===== config.mk =====
export PLATFORM = sky130hd
export DESIGN_NAME = addr_seq_cmd
export DESIGN_NICKNAME = d
export VERILOG_FILES = /design/src/rtl/seq_cmd_pkg.sv /design/src/rtl/seq_match_dp.sv /design/src/rtl/seq_match_ctl.sv /design/src/rtl/addr_seq_cmd.sv
export SDC_FILE = /design/constraint.sdc
export NUM_CORES = 1
export LEC_CHECK = 0
export CAP_MARGIN = 20
export CORE_MARGIN = 2
export CORE_UTILIZATION = 43
export DETAILED_ROUTE_END_ITERATION = 10
export PLACE_DENSITY = 0.83
export SLEW_MARGIN = 30
export SYNTH_ARGS = -nofsm -noshare
export SYNTH_HDL_FRONTEND = slang
export SYNTH_SLANG_ARGS = --single-unit
export TNS_END_PERCENT = 1

===== constraint.sdc =====
create_clock -name clk -period 2.4 [get_ports clk]
set_clock_uncertainty 0.2 [all_clocks]
set_input_delay 0.24 -clock clk [delete_from_list [all_inputs] [get_ports clk]]
set_output_delay 0.24 -clock clk [all_outputs]
set_load 0.03 [all_outputs]

===== src/rtl/seq_cmd_pkg.sv =====
package seq_cmd_pkg;
  localparam int CMP_W = 16;
  localparam int PREFIX_LEN = 5;
  localparam int NUM_CMDS = 4;

  // command index order: 0 store, 1 recall, 2 auto off, 3 auto on
  localparam int CMD_STORE = 0;
  localparam int CMD_RECALL = 1;
  localparam int CMD_AUTO_OFF = 2;
  localparam int CMD_AUTO_ON = 3;

  typedef struct packed {
    logic advance;  // step matched, move forward
    logic restart;  // re-enter at step one
    logic clear;    // back to idle
    logic fire;     // final step, launch selected command
  } ctlStb_t;

  function automatic logic [CMP_W-1:0] prefixCode(input int idx);
    case (idx)
      0: prefixCode = 16'h4E38;
      1: prefixCode = 16'hB1C7;
      2: prefixCode = 16'h83E0;
      3: prefixCode = 16'h7C1F;
      4: prefixCode = 16'h703F;
      default: prefixCode = '0;
    endcase
  endfunction

  function automatic logic [CMP_W-1:0] finalCode(input int idx);
    case (idx)
      CMD_STORE: finalCode = 16'h8FC0;
      CMD_RECALL: finalCode = 16'h4C63;
      CMD_AUTO_OFF: finalCode = 16'h8B45;
      CMD_AUTO_ON: finalCode = 16'h4B46;
      default: finalCode = '0;
    endcase
  endfunction
endpackage


===== src/rtl/seq_match_dp.sv =====
module seq_match_dp
  import seq_cmd_pkg::*;
#(
  parameter int ADDR_W = 17,
  parameter int STEP_W = 3
) (
  input  logic                clk,
  input  logic                rstN,
  input  logic [ADDR_W-1:0]   addr,
  input  logic [STEP_W-1:0]   step,
  input  ctlStb_t             stb,
  output logic                prefixHit,
  output logic                startHit,
  output logic [NUM_CMDS-1:0] cmdOut
);
  logic [CMP_W-1:0] lowAddr;
  logic [PREFIX_LEN-1:0] hitVec;
  logic [NUM_CMDS-1:0] finalHit;

  assign lowAddr = addr[CMP_W-1:0];

  for (genvar i = 0; i < PREFIX_LEN; i++) begin : g_prefix
    assign hitVec[i] = (lowAddr == prefixCode(i));
  end

  for (genvar j = 0; j < NUM_CMDS; j++) begin : g_final
    assign finalHit[j] = (lowAddr == finalCode(j));
  end

  always_comb begin
    prefixHit = 1'b0;
    for (int k = 0; k < PREFIX_LEN; k++) begin
      if (step == STEP_W'(k) && hitVec[k]) prefixHit = 1'b1;
    end
  end

  assign startHit = hitVec[0];

  always_ff @(posedge clk) begin
    if (!rstN) cmdOut <= '0;
    else if (stb.fire) cmdOut <= finalHit;
    else cmdOut <= '0;
  end
endmodule


===== src/rtl/seq_match_ctl.sv =====
module seq_match_ctl
  import seq_cmd_pkg::*;
#(
  parameter int STEP_W = 3
) (
  input  logic              clk,
  input  logic              rstN,
  input  logic              rdStrobe,
  input  logic              wrStrobe,
  input  logic              prefixHit,
  input  logic              startHit,
  output logic [STEP_W-1:0] step,
  output ctlStb_t           stb
);
  localparam logic [STEP_W-1:0] LAST_STEP = STEP_W'(PREFIX_LEN);

  always_comb begin
    stb = '0;
    if (wrStrobe) begin
      stb.clear = 1'b1;
    end else if (rdStrobe) begin
      if (step == LAST_STEP) begin
        stb.fire = 1'b1;
        stb.clear = 1'b1;
      end else if (prefixHit) begin
        stb.advance = 1'b1;
      end else if (startHit) begin
        stb.restart = 1'b1;
      end else begin
        stb.clear = 1'b1;
      end
    end
  end

  always_ff @(posedge clk) begin
    if (!rstN) step <= '0;
    else if (stb.clear) step <= '0;
    else if (stb.restart) step <= STEP_W'(1);
    else if (stb.advance) step <= step + STEP_W'(1);
  end
endmodule


===== src/rtl/addr_seq_cmd.sv =====
module addr_seq_cmd
  import seq_cmd_pkg::*;
#(
  parameter int ADDR_W = 17
) (
  input  logic              clk,
  input  logic              rstN,
  input  logic              rdStrobe,
  input  logic              wrStrobe,
  input  logic [ADDR_W-1:0] addr,
  output logic              cmdStore,
  output logic              cmdRecall,
  output logic              cmdAutoOff,
  output logic              cmdAutoOn
);
  localparam int STEP_W = $clog2(PREFIX_LEN + 1);

  logic [STEP_W-1:0] step;
  ctlStb_t stb;
  logic prefixHit;
  logic startHit;
  logic [NUM_CMDS-1:0] cmdOut;

  seq_match_ctl #(.STEP_W(STEP_W)) u_ctl (
    .clk(clk), .rstN(rstN), .rdStrobe(rdStrobe), .wrStrobe(wrStrobe),
    .prefixHit(prefixHit), .startHit(startHit), .step(step), .stb(stb)
  );

  seq_match_dp #(.ADDR_W(ADDR_W), .STEP_W(STEP_W)) u_dp (
    .clk(clk), .rstN(rstN), .addr(addr), .step(step), .stb(stb),
    .prefixHit(prefixHit), .startHit(startHit), .cmdOut(cmdOut)
  );

  assign cmdStore = cmdOut[CMD_STORE];
  assign cmdRecall = cmdOut[CMD_RECALL];
  assign cmdAutoOff = cmdOut[CMD_AUTO_OFF];
  assign cmdAutoOn = cmdOut[CMD_AUTO_ON];
endmodule


==> impl_metrics.ini, run 1 <==
[timing]
hold_slack_ps = 180
worst_slack_ps = -33.5
relSlewSlack = 0.739
fin_crit_sh = 1.01
hold_viol_final = 0
tightest_slew_ps = 386
slew_violations = 0
layout_min_cycle_time_ps = 2430
fmax_mhz = 411
setup_violations = 3

[pwr]
comb_power_share = 0.308
switching_share = 0.275
power.switching_uw = 89.4
cell_internal_pwr_uw = 235
ir_drop_mv = 0.152
p_leak_uw = 0.000452
clockPowerShare = 0.334
seq_power_share = 0.358
power.density_mw_per_mm2 = 267

[final_layout]
final_common_cell = buf_4
nNetsFinal = 154
diodes = 0
n_fill_cell = 102
regArea_um2 = 140
final_cell_mix = 19 x buf_4, 18 x clkdlybuf4s50_1, 8 x nand2_1, 7 x dfxtp_1, 6 x nor4_1
drive_gt1_frac = 0.331
synthToLayoutAreaGrowth_pct = 81.7
multi_input_area_um2 = 632

[grt]
grt_max_degree = 7
overflow = 0
grt_pass1_wl_mm = 3.57
grt_use_total = 0.250
grt_antenna_before_repair = 0
grt_pass1_vias = 837

[die]
rows = 14
start_util = 0.450
dieArea_mm2 = 0.00189
core_mm2 = 0.00149
ios = 25
die_w_um = 43.5
dieHeight_um = 43.5

[worst_setup_path]
rrSetupSlack_ps = 310
crit_arrival_ps = 2420
reg2regPathDepth = 8
critPathKind = input port to flip-flop
startpoint_type = input port
worstPathRequired_ps = 2390
critPathCaptureType = flip-flop
path_max_fanout = 4

[drt]
drtAntennaViolNets = 0
routed_wl_mm = 2.70
firstDrtPassIters = 4
drc = 0
via_count = 936
drt_iter0_drc = 36
wl_per_cell_um = 18.9
vias_per_cell = 6.55

[synth]
ys_ff_latch = 7
yosys_most_used_dff = dfxtp_1
synthSimpleGateAreaFrac = 0.556
syn_inst = 81
synth-seq-area-share = 0.209
synth_cell_types = 32
synthArstFlopShare = 0
synth_edf_count = 0
synth_xor_area_frac = 0
synth_top_family_by_area = simple AND/OR/NAND/NOR gates
synth_compound_area_frac = 0.0896
syn-num-nets = 107
syn_area_per_cell_um2 = 8.28
synth_fa_ha_area_frac = 0.0933
yosysWarnings = 0
syn_area_um2 = 671
muxShareOfSynthArea = 0.0299

[min_path]
hp-class = input port to flip-flop
holdPathStages = 3

[cts]
cts_tree = done
clock_sinks = 7
cts_hold_buf = 0
cts-buffers-inserted = 3
cts_root_buffer = clkbuf_4
htree_num_levels = 1
clk_path_buf_depth = 2
clk_latency_ps = 260
path_clk_slew_ps = 60

[placement]
place_ws_ps = -453
hpwl_mm = 1.69
finalWeightedCongestion = 0.963
port_buffers = 23

[run_status]
outcome = finished, violations left
violations = setup timing

[run]
max-cap-violations = 0
## layout make-up
class                           count  share of cell area
Sequential cell                     7               0.115
Timing Repair Buffer               42               0.316
Clock buffer                        4              0.0216
Tap cell                           16              0.0164
Inverter                            4              0.0123
Multi-Input combinational cell     70               0.518
## timing repair
action                                  CTS  global route
endpoints found under the setup margin    3             3
gates cloned                              0             0
pin swaps                                 1            13
setup buffers                             0             1
resized for setup                         5            20
## Yosys cell counts, types with 2 or more instances
cell type | count | area, um2
inv_1 | 4 | 15.0
nand2b_1 | 2 | 12.5
ha_1 | 5 | 62.6
mux2i_1 | 2 | 20.0
nand3b_1 | 3 | 22.5
nor4b_1 | 2 | 17.5
nand4b_1 | 4 | 35.0
nand3_1 | 5 | 25.0
o21ai_0 | 2 | 10.0
nand2_1 | 8 | 30.0
nor2_1 | 2 | 7.51
dfxtp_1 | 7 | 140
and2b_1 | 2 | 15.0
or4b_1 | 3 | 30.0
nor3_1 | 4 | 20.0
nor4_1 | 10 | 62.6
## cell families (layout without fill, tap and decap cells)
| family | Yosys count | count (layout) |
|---|---|---|
| compound gates | 7 | 7 |
| mux | 2 | 2 |
| fa+ha+maj | 5 | 5 |
| simple gates | 56 | 56 |
| buf+inv | 4 | 50 |
| flops | 7 | 7 |
## per-layer routing
metal  wire length [um]  global-route usage  part of all wire
met1               1080               0.320              0.40
met5                  0                   0                 0
met4                114               0.127             0.042
met2               1330               0.424              0.49
met3                178              0.0125             0.066
## state kept, by name, indices dropped and copies added (netlist names)
| name | flops |
|---|---|
| u_ctl.step | 3 |
| u_dp.cmdOut | 4 |
## power by group through the flow
| stage | clock network (uW) | logic (uW) | registers, uW |
|---|---|---|---|
| after floorplan | 0 | 19.3 | 119 |
| after global placement | 0 | 84.4 | 119 |
| after detailed placement | 0 | 85.7 | 119 |
| after CTS | 110 | 87.5 | 116 |
| after global routing | 117 | 104 | 116 |
| final | 108 | 100 | 116 |
## stage by stage
| stage | TNS [ps] | cells | utilization | power, uW | instance area [um2] |
|---|---|---|---|---|---|
| 3_5_place_dp | -1080 | 138 | 0.709 | 205 | 1060 |
| 5_1_grt | -288 | 143 | 0.818 | 338 | 1220 |
| 3_3_place_gp | -766 | 138 | 0.709 | 203 | 1060 |
| 4_1_cts | 0 | 142 | 0.745 | 314 | 1110 |
| 6_report | -66.8 | 143 | 0.818 | 325 | 1220 |
| 2_1_floorplan | 0 | 81 | - | 138 | 671 |
## final timing paths
kind                               from                          to
max reg2reg  u_ctl.step[0]$_SDFFE_PP0P_  u_ctl.step[1]$_SDFFE_PP0P_
min                             addr[1]   u_dp.cmdOut[2]$_SDFF_PN0_
max                            addr[12]  u_ctl.step[1]$_SDFFE_PP0P_
min reg2reg  u_ctl.step[0]$_SDFFE_PP0P_  u_ctl.step[0]$_SDFFE_PP0P_
## critical path: stages
cell and delay, ps:
clkdlybuf4s50_1 480, buf_4 190, or4_2 630, nor4_1 260, o21ai_0 160, nand2_1 170
o211ai_4 110, nor3_2 180
No activity file was read; power rests on OpenSTA's default activity.
==> run 2: changes to the inputs <==
Settings changed: CORE_MARGIN 2 to 10, CORE_UTILIZATION 43 to 39, PLACE_DENSITY 0.83 to 0.8, TNS_END_PERCENT 1 to unset.
Clock period 2.4 ns to 2.2 ns, I/O delays scaled along.
==> run 2 against run 1 <==
Net effect:
- the run still ends with setup timing left
- final cell count is 4.2% higher
- hold slack better by 20 ps
- sequential share of layout area is 0.53 points lower
- global-route usage is 8.2 points lower
- total power is 14% higher
- critical path depth stayed put
- largest cell class unchanged
- sequential power is 9% higher
- non-clock buffer count is 6 higher
- count of clock-buffer cells in the layout stayed put
==> impl_metrics.ini, run 2 (synthesized netlist as in run 1, its figures left out) <==
[final_layout]
nNetsFinal = 160
diodes = 0
multi_input_area_um2 = 668
final_area_mm2 = 0.00129
instances_no_fill = 149
final_cell_mix = 25 x buf_4, 10 x clkdlybuf4s50_1, 7 x nand2_1, 6 x dfxtp_1
final_common_cell = buf_4
regMostFlops = u_dp.cmdOut
drive_gt1_frac = 0.398
reg.largest.list = u_dp.cmdOut x4, u_ctl.step x3
largest_reg_flops = 4
n_fill_cell = 85
synthToLayoutAreaGrowth_pct = 92.2
regArea_um2 = 141

[timing]
tightest_slew_ps = 487
layout_min_cycle_time_ps = 2250
slew_violations = 0
fmax_mhz = 444
fin_crit_sh = 1.02
relSlewSlack = 0.671
rsz0062_at_grt = true
setup_violations = 3
worst_slack_ps = -51.0
hold_viol_final = 0

[grt]
grt_pass1_vias = 972
overflow = 0
grt_pass1_wl_mm = 4.72
grt_use_total = 0.168
grt_max_degree = 7
grt_antenna_before_repair = 0

[drt]
via_count = 1004
vias_per_cell = 6.74
drtAntennaViolNets = 0
routed_wl_mm = 3.60
drt_iter0_drc = 88
wl_per_cell_um = 24.1
firstDrtPassIters = 4
drc = 0

[cts]
clk_path_buf_depth = 2
cts_hold_buf = 0
cts_tree = done
cts_root_buffer = clkbuf_4
clock_sinks = 7
path_clk_slew_ps = 60
clk_latency_ps = 270
cts-buffers-inserted = 3
htree_num_levels = 1

[pwr]
ir_drop_mv = 0.204
p_leak_uw = 0.000493
power.density_mw_per_mm2 = 288

[worst_setup_path]
worstPathRequired_ps = 2170
crit_arrival_ps = 2220
critPathKind = input port to flip-flop
critPathCaptureType = flip-flop
path_max_fanout = 6
startpoint_type = input port

[placement]
dpl-instance-area_mm2 = 0.00108
port_buffers = 23
finalWeightedCongestion = 0.930
hpwl_mm = 1.95
place_inst = 141

[die]
rows = 14
ios = 25
die_w_um = 61.5
dieHeight_um = 61.5
start_util = 0.430
dieArea_mm2 = 0.00378
core_mm2 = 0.00156

[run_status]
violations = setup timing
outcome = finished, violations left

[min_path]
hp-class = input port to flip-flop

[run]
max-cap-violations = 0
==> run 2: cell count changes in the layout (fill, tap and decap cells not counted), sizes merged <==
| cell | delta |
|---|---|
| dlymetal6s2s | -1 |
| clkdlybuf4s50 | -8 |
| dlygate4sd2 | +4 |
| clkdlybuf4s15 | +4 |
| buf | +6 |
| clkbuf | +1 |
==> run 2: what timing repair did <==
action / 4_1_cts / 5_1_grt
setup endpoints to repair: 3 / 6
setup buffers: 2 / 2
gates resized for setup: 30 / 16
pin swaps: 18 / 10
==> run 2: final cells by class <==
| class | instances | area share |
|---|---|---|
| multi-input combinational | 70 | 0.518 |
| timing repair buffer | 48 | 0.324 |
| sequential | 7 | 0.110 |
| clock buffer | 4 | 0.0204 |
| tap | 16 | 0.0155 |
| inverter | 4 | 0.0117 |
==> run 2: stage by stage <==
step | TNS (ps) | utilization | hold slack, ps | worst slack [ps] | power, uW
global route | -277 | 0.827 | 208 | -104 | 376
global placement | -1580 | 0.692 | 326 | -594 | 226
floorplan | 0 | - | 96.7 | 83.8 | 151
finish | -113 | 0.827 | 200 | -51.0 | 372
CTS | 0 | 0.794 | 210 | 6.51 | 353
detailed placement | -1510 | 0.692 | 360 | -581 | 227
==> run 2: routing by layer <==
layer,vias to the layer above,share of wire,track usage
met3,15,0.12,0.0391
met4,0,0.044,0.0987
met2,82,0.47,0.278
met1,477,0.37,0.193
li1,430,-,-
met5,-,0,0
==> run 2: where the power goes <==
part           switching (uW)  total, uW  internal (uW)
Sequential          0.0000413        127            127
Combinational            53.2        113           59.6
Clock                    62.1        132           70.1
Total                     115        372            256
==> run 2: critical path, stage by stage <==
cell and delay (ps):
dlygate4sd2_1 250, buf_4 160, or4_2 710, nor4_4 250, o21ai_1 140, nand2_2 140
o21ai_0 120, a21oi_1 220
==> run 2: final timing paths <==
path / startpoint / endpoint / slack, ps / cells after the start
max: addr[0] / u_ctl.step[0]$_SDFFE_PP0P_ / -50 / 8
max reg2reg: u_ctl.step[1]$_SDFFE_PP0P_ / u_dp.cmdOut[2]$_SDFF_PN0_ / -50 / 6
min: addr[7] / u_dp.cmdOut[1]$_SDFF_PN0_ / 200 / 4
min reg2reg: u_ctl.step[0]$_SDFFE_PP0P_ / u_ctl.step[0]$_SDFFE_PP0P_ / 420 / 2
==> run 3: changes to the inputs <==
Settings changed: SKIP_LAST_GASP set to 1.
==> results of run 3 <==
No change in the layout: final DEF, timing and power equal those of run 2.
